--- config.mk ---
export PLATFORM = sky130hd
export DESIGN_NAME = sync_out_formatter
export DESIGN_NICKNAME = d
export VERILOG_FILES = /design/src/rtl/sofmt_pkg.sv /design/src/rtl/sofmt_hs_ctrl.sv /design/src/rtl/sofmt_out_dpath.sv /design/src/rtl/sync_out_formatter.sv
export SDC_FILE = /design/constraint.sdc
export NUM_CORES = 1
export LEC_CHECK = 0
export BUFFER_PORTS_ARGS = -buffer_cell sky130_fd_sc_hd__buf_2
export CAP_MARGIN = 20
export CORE_MARGIN = 2
export CORE_UTILIZATION = 46
export CTS_BUF_LIST = sky130_fd_sc_hd__clkbuf_16
export DETAILED_ROUTE_END_ITERATION = 16
export GPL_TIMING_DRIVEN = 1
export PLACE_DENSITY = 0.8
export SYNTH_ARGS = -nofsm -noshare
export SYNTH_HDL_FRONTEND = slang
export SYNTH_SLANG_ARGS = --single-unit
--- constraint.sdc ---
create_clock -name clk -period 2.2 [get_ports clk]
set_input_delay 0.11 -clock clk [delete_from_list [all_inputs] [get_ports clk]]
set_output_delay 0.11 -clock clk [all_outputs]
set_load 0.005 [all_outputs]
--- src/rtl/sofmt_pkg.sv ---
package sofmt_pkg;

  // Strobes from the width control to the output datapath
  typedef struct packed {
    logic hsPulse;  // regenerated horizontal pulse, active high, this cycle
    logic busy;     // count still running after this cycle
  } hsStrobe_t;

  typedef enum logic [1:0] {
    SOG_SLICED = 2'b00,
    SOG_HSRAW  = 2'b01,
    SOG_REGEN  = 2'b10,
    SOG_LOOP   = 2'b11
  } sogSel_e;

endpackage

--- src/rtl/sofmt_hs_ctrl.sv ---
module sofmt_hs_ctrl
  import sofmt_pkg::*;
#(
  parameter int DUR_W = 8
) (
  input  logic             clk,
  input  logic             rstN,
  input  logic             hsTrig,
  input  logic [DUR_W-1:0] hsDuration,
  output hsStrobe_t        strb
);

  logic [DUR_W-1:0] remain;   // cycles still to run after the current one
  logic             durNonZero;

  assign durNonZero = |hsDuration;

  always_ff @(posedge clk) begin
    if (!rstN) begin
      remain <= '0;
    end else if (hsTrig) begin
      remain <= durNonZero ? hsDuration - DUR_W'(1) : '0;
    end else if (remain != '0) begin
      remain <= remain - DUR_W'(1);
    end
  end

  always_comb begin
    strb.hsPulse = hsTrig ? durNonZero : (remain != '0);
    strb.busy    = (remain != '0);
  end

  AST_IDLE_HOLDS: assert property (@(posedge clk) disable iff (!rstN)
    (!strb.busy && !hsTrig) |=> !strb.busy);
  AST_ZERO_WIDTH_CLEARS: assert property (@(posedge clk) disable iff (!rstN)
    (hsTrig && !durNonZero) |=> !strb.busy);
  AST_RESTART_LOAD: assert property (@(posedge clk) disable iff (!rstN)
    (hsTrig && durNonZero) |=> (strb.busy == ($past(hsDuration) > DUR_W'(1))));
  AST_COUNT_IGNORES_WIDTH: assert property (@(posedge clk) disable iff (!rstN)
    (strb.busy && !hsTrig) |=> (remain == $past(remain) - DUR_W'(1)));

endmodule

--- src/rtl/sofmt_out_dpath.sv ---
module sofmt_out_dpath
  import sofmt_pkg::*;
(
  input  logic      clk,
  input  logic      rstN,
  input  hsStrobe_t strb,
  input  logic      hsPolHigh,
  input  logic      vsIn,
  input  logic      vsPolHigh,
  input  logic      deIn,
  input  logic      dePolHigh,
  input  logic      fieldOdd,
  input  logic      fieldPolSwap,
  input  logic      sogRawIn,
  input  logic      hsRawIn,
  input  logic      regenSyncIn,
  input  logic      pllSyncIn,
  input  logic [1:0] sogSel,
  input  logic      sogPolHigh,
  output logic      hsOut,
  output logic      vsOut,
  output logic      deOut,
  output logic      fieldOut,
  output logic      sogOut
);

  localparam int N_POL = 4;   // hs, vs, de, sog share the plain polarity rule

  logic             sogPick;
  logic [N_POL-1:0] polIn;
  logic [N_POL-1:0] polHigh;
  logic [N_POL-1:0] polReg;
  logic             fieldReg;

  always_comb begin
    unique case (sogSel_e'(sogSel))
      SOG_SLICED: sogPick = sogRawIn;
      SOG_HSRAW:  sogPick = hsRawIn;
      SOG_REGEN:  sogPick = regenSyncIn;
      default:    sogPick = pllSyncIn;
    endcase
  end

  assign polIn   = {sogPick, deIn, vsIn, strb.hsPulse};
  assign polHigh = {sogPolHigh, dePolHigh, vsPolHigh, hsPolHigh};

  for (genvar g = 0; g < N_POL; g++) begin : gPol
    always_ff @(posedge clk) begin
      if (!rstN) polReg[g] <= 1'b0;
      else       polReg[g] <= polHigh[g] ? polIn[g] : ~polIn[g];
    end
  end

  always_ff @(posedge clk) begin
    if (!rstN) fieldReg <= 1'b0;
    else       fieldReg <= fieldPolSwap ? ~fieldOdd : fieldOdd;
  end

  assign hsOut    = polReg[0];
  assign vsOut    = polReg[1];
  assign deOut    = polReg[2];
  assign sogOut   = polReg[3];
  assign fieldOut = fieldReg;

  AST_HS_IDLE_LEVEL: assert property (@(posedge clk) disable iff (!rstN)
    (!strb.hsPulse && !strb.busy) |=> (hsOut == !$past(hsPolHigh)));
  AST_VS_LEVEL: assert property (@(posedge clk) disable iff (!rstN)
    vsPolHigh |=> (vsOut == $past(vsIn)));
  AST_FIELD_SWAP: assert property (@(posedge clk) disable iff (!rstN)
    fieldPolSwap |=> (fieldOut != $past(fieldOdd)));
  AST_SOG_LOOP_SRC: assert property (@(posedge clk) disable iff (!rstN)
    (sogSel == 2'b11 && sogPolHigh) |=> (sogOut == $past(pllSyncIn)));
  AST_SOG_INVERT: assert property (@(posedge clk) disable iff (!rstN)
    (sogSel == 2'b01 && !sogPolHigh) |=> (sogOut == !$past(hsRawIn)));

endmodule

--- src/rtl/sync_out_formatter.sv ---
module sync_out_formatter
  import sofmt_pkg::*;
#(
  parameter int DUR_W = 8
) (
  input  logic             clk,
  input  logic             rstN,
  input  logic             hsTrig,
  input  logic [DUR_W-1:0] hsDuration,
  input  logic             hsPolHigh,
  input  logic             vsIn,
  input  logic             vsPolHigh,
  input  logic             deIn,
  input  logic             dePolHigh,
  input  logic             fieldOdd,
  input  logic             fieldPolSwap,
  input  logic             sogRawIn,
  input  logic             hsRawIn,
  input  logic             regenSyncIn,
  input  logic             pllSyncIn,
  input  logic [1:0]       sogSel,
  input  logic             sogPolHigh,
  output logic             hsOut,
  output logic             vsOut,
  output logic             deOut,
  output logic             fieldOut,
  output logic             sogOut
);

  hsStrobe_t strb;

  sofmt_hs_ctrl #(.DUR_W(DUR_W)) i_ctrl (
    .clk        (clk),
    .rstN       (rstN),
    .hsTrig     (hsTrig),
    .hsDuration (hsDuration),
    .strb       (strb)
  );

  sofmt_out_dpath i_dpath (
    .clk          (clk),
    .rstN         (rstN),
    .strb         (strb),
    .hsPolHigh    (hsPolHigh),
    .vsIn         (vsIn),
    .vsPolHigh    (vsPolHigh),
    .deIn         (deIn),
    .dePolHigh    (dePolHigh),
    .fieldOdd     (fieldOdd),
    .fieldPolSwap (fieldPolSwap),
    .sogRawIn     (sogRawIn),
    .hsRawIn      (hsRawIn),
    .regenSyncIn  (regenSyncIn),
    .pllSyncIn    (pllSyncIn),
    .sogSel       (sogSel),
    .sogPolHigh   (sogPolHigh),
    .hsOut        (hsOut),
    .vsOut        (vsOut),
    .deOut        (deOut),
    .fieldOut     (fieldOut),
    .sogOut       (sogOut)
  );

  AST_RESET_QUIET: assert property (@(posedge clk)
    !rstN |=> (!hsOut && !vsOut && !deOut && !fieldOut && !sogOut));

endmodule

* After elaboration in Yosys (flattened, before gate mapping)
Index checks and enable logic that the tools add are counted.
Word-level totals: register bits 13, latch bits 0, bits in writable memories 0, bits in read-only memories 0, bits of input ports 25, output and inout port bits 5, logic and storage cells 29, memories 0
Operators by class: add/subtract/negate cells 2, $mul 0, divide/modulo/power cells 0, magnitude comparators 0, equal/unequal tests 2, shifts and indexed selects 0, mux-type cells 10, bitwise gates (word level) 5, reductions and logical operators 4
Operators by type and width (count):
- $mux W8 | 3
- $sub A8 B1 Y8 const B | 2
- $reduce_bool A8 Y1 | 1
- $reduce_or A8 Y1 | 1
- $mux W1 | 6
- $not A1 Y1 | 5
- $pmux W1 S3 | 1
- $eq A2 B1 Y1 const B | 1
- $eq A2 B2 Y1 const B | 1
- $logic_not A2 Y1 | 1
- $reduce_bool A2 Y1 | 1

* Logic depth before layout (Yosys ltp)
word-level depth 4, gate-level depth with buffers 6

* Modules after synthesis
Synthesis repeated with hierarchy kept, for this count alone.
Second synthesis, totals: cells, all modules 85, area total of the unflattened synthesis 835.8 µm²
By module, submodules not included:
- sofmt_hs_ctrl | instances 1, cells each 69, area each 638.1 µm², sequential area each 160.2 µm²
- sofmt_out_dpath | instances 1, cells each 16, area each 197.7 µm², sequential area each 100.1 µm²

* Least setup slack after synthesis
OpenSTA, ideal clock, no wires.
path kind register to register, start reg i_ctrl.remain[0], end reg i_ctrl.remain[5], setup time 0.092 ns, arrival 1.394 ns, slack 0.714 ns, cell stages (with the launch flop) 7, buffers on the path 0, clock period less this slack 1.486 ns, path through dfxtp_1 -> inv_1 -> ha_1 -> nor4b_1 -> a21bo_2 -> or2_2 -> o32ai_1
On the way: word-level cells in the longest chain between the ends 3, elaborated cells between the ends (all ways) 5
Ends and longest elaborated chain:
- start: declaration | RTL line sofmt_hs_ctrl.sv:13 | logic [DUR_W-1:0] remain;
- start signal: assignment | RTL line sofmt_hs_ctrl.sv:22 | remain <= durNonZero ? hsDuration - DUR_W'(1) : '0;
- start signal: assignment | RTL line sofmt_hs_ctrl.sv:24 | remain <= remain - DUR_W'(1);
- $sub A8 B1 Y8 | RTL line sofmt_hs_ctrl.sv:24
- $mux W8 | RTL line sofmt_hs_ctrl.sv:23 | end else if (remain != '0) begin
- $mux W8 | RTL line sofmt_hs_ctrl.sv:21 | end else if (hsTrig) begin
Several ways; a longest one is shown, not always the timed one. The select of a mux whose other input is x is not followed. A chain may end at the register's enable or synchronous reset.

* Worst setup path after layout
Ends and elaborated chain as after synthesis.

==> results.py <==
metrics = {
    "synthesis": {
        "mappedNetlistNets": 111,
        "syn_area_per_cell_um2": 9.93,
        "syn_inst": 83,
        "synth_xor_area_frac": 0.149,
        "ys_warn_count": 0,
        "yosys.area_share.adder": 0.0455,
        "synth_compound_area_frac": 0.208,
        "synthMuxAreaShare": 0.0395,
        "synth_top_family_by_area": "simple AND/OR/NAND/NOR gates",
        "synth-async-reset-ratio": 0,
        "synth-seq-cells": 13,
        "yosysTopAreaCellShare": 0.316,
        "synth_cell_types": 36,
        "synthSimpleGateAreaFrac": 0.211,
        "synth_edf_count": 0,
        "synth.cell_area_um2": 825,
        "synth.area.top_cells": "dfxtp_1 32%, xnor2_1 9.6%, xor2_1 5.3%",
        "synthFlopType": "dfxtp_1",
        "ys_seq_area_frac": 0.316,
        "synth_top_cell_by_area": "dfxtp_1",
    },
    "clock_network": {
        "clkTransAtPathRegs_ns": 0.04,
        "insertion_delay_ns": 0.24,
        "postCtsHoldBufs": 0,
        "tritoncts": "yes",
        "clock_path_buffers": 2,
        "cts_root_buf": "clkbuf_16",
        "cts.sinks": 13,
        "htree_num_levels": 1,
        "post_cts.repair.setup_buffers": 0,
        "ctsResizeCount": 0,
        "cts-buffers-inserted": 3,
    },
    "layout": {
        "final_cell_mix": "29 x buf_2, 13 x dfxtp_1, 9 x xnor2_1",
        "final_util": 0.628,
        "syn_to_final_growth_pct": 30.0,
        "n_antenna_cell": 0,
        "layout.nets": 144,
        "final_common_cell": "buf_2",
        "drive_above_1_share": 0.365,
        "final_cell_area_mm2": 0.00107,
    },
    "worst_setup_path": {
        "r2r_cells": 6,
        "r2r-end": "i_ctrl.remain[5]$_SDFFE_PN0P_",
        "reg2reg_setup_slack_ns": 0.54,
        "r2r_start": "i_ctrl.remain[0]$_SDFFE_PN0P_",
        "critPathRequiredTime_ns": 2.35,
        "startpoint_type": "flip-flop",
        "path_max_fanout": 7,
        "arrival_ns": 1.81,
        "critPathKind": "flip-flop to flip-flop",
        "cp-end-kind": "flip-flop",
    },
    "timing": {
        "rsz0062_at_grt": "no",
        "finClkSkew_ns": 0.00178,
        "min_period_over_period": 0.754,
        "setup_viol": 0,
        "slew_headroom": 0.731,
        "hold_viol_final": 0,
        "fmax_ghz": 0.603,
        "holdWs_ns": 0.120,
        "setup_tns_ns": 0,
        "report.final.slew_viol_count": 0,
        "worst-slew-pin-transition_ns": 0.398,
        "finalCriticalPeriod_ns": 1.66,
    },
    "die": {
        "io_pins": 30,
        "start_util": 0.483,
        "die_w_um": 46.3,
        "core_mm2": 0.00171,
        "die-area_mm2": 0.00215,
        "die_h_um": 46.3,
        "num_rows": 15,
    },
    "route": {
        "final_antenna_net_count": 0,
        "via_per_inst": 5.26,
        "wl_um": 1810,
        "via_count": 736,
        "dr.pass1.iters": 6,
        "drc": 0,
        "drt_iter0_drc": 11,
        "wire_per_inst_um": 12.9,
    },
    "hold_path": {
        "hold_path_end": "i_dpath.hsOut$_SDFF_PN0_",
        "hp-class": "input pin to flip-flop",
        "hp-start": "hsPolHigh",
        "hold_depth": 3,
    },
    "place": {
        "io_buffers": 29,
        "placed_area_um2": 993,
        "dp_hpwl_um": 1350,
        "place.gp.congestion": 0.767,
    },
    "global_routing": {
        "grt_pass1_wl_um": 2950,
        "first_global_vias": 726,
        "track_usage": 0.203,
        "antenna_found_initial": 0,
        "grt_overflow_total": 0,
        "grt_max_degree": 10,
    },
    "power_and_ir_drop": {
        "p_total_uw": 856,
        "powerDensity_mw_per_mm2": 798,
        "power.leakage_uw": 0.000475,
        "irDropWorstVdd_v": 0.000400,
    },
    "status": {
        "status": "completed",
    },
    "run": {
        "drv_cap": 0,
    },
}
## metal layers
metal  GRT usage  wire (um)
met1       0.219        746
met2       0.347        931
met3      0.0510         84
met4       0.131         48
met5           0          0
## kinds of logic after synthesis
kind of cell | after synthesis
adders and majority gates | 3
AOI/OAI and AO/OA | 17
and+or+nand+nor | 28
DFF | 13
xor gates and xnor gates | 14
muxes | 2
buffers and inverters | 6
## worst max-delay path, cell delays in order (launching register included)
cell and delay, ns:
dfxtp_1 0.41, inv_1 0.09, ha_1 0.20, nor4b_1 0.15, a21bo_2 0.28, or2_2 0.33, o32ai_1 0.11
## final cells by class
class,count,area (um^2)
fill,139,636
multi-input combinational,64,538
sequential,13,260
timing repair buffer,29,145
clock buffer,3,75.1
tap,25,31.3
inverter,5,18.8
clock inverter,1,3.75
## synthesized netlist by cell type, types with 2 or more instances
master	instances
a2bb2oi_1	2
and2_1	4
dfxtp_1	13
ha_1	3
inv_1	5
nand2_1	4
nand2b_1	3
nor2_1	6
nor3b_1	2
o211a_1	2
or4_4	2
xnor2_1	9
xor2_1	5
## worst max path at each step
stage | startpoint | to | slack [ns] | depth (start not counted)
final | i_ctrl.remain[0]$_SDFFE_PN0P_ | i_ctrl.remain[5]$_SDFFE_PN0P_ | 0.54 | 6
after global placement | i_ctrl.remain[0]$_SDFFE_PN0P_ | i_ctrl.remain[5]$_SDFFE_PN0P_ | 0.63 | 6
after CTS | i_ctrl.remain[0]$_SDFFE_PN0P_ | i_ctrl.remain[5]$_SDFFE_PN0P_ | 0.55 | 6
after floorplan | i_ctrl.remain[0]$_SDFFE_PN0P_ | i_ctrl.remain[5]$_SDFFE_PN0P_ | 0.71 | 6
after global routing | i_ctrl.remain[0]$_SDFFE_PN0P_ | i_ctrl.remain[5]$_SDFFE_PN0P_ | 0.46 | 6
after detailed placement | i_ctrl.remain[0]$_SDFFE_PN0P_ | i_ctrl.remain[5]$_SDFFE_PN0P_ | 0.59 | 6
## registers in the layout (all words and copies together), names as in the netlist
| name | flops |
|---|---|
| i_dpath.hsOut | 1 |
| i_ctrl.remain | 8 |
| i_dpath.vsOut | 1 |
| i_dpath.deOut | 1 |
| i_dpath.sogOut | 1 |
| i_dpath.fieldOut | 1 |
## where the power goes
| part | internal (uW) | switching [uW] |
|---|---|---|
| clock | 239 | 98.7 |
| sequential | 267 | 28.5 |
| combinational | 115 | 107 |
| total | 621 | 234 |
## stage by stage
stage,worst slack (ns),std cells
global placement,0.625,136
finish,0.542,140
CTS,0.553,140
floorplan,0.714,83
detailed placement,0.586,136
global route,0.457,140
(Power assumes the default switching activity.)
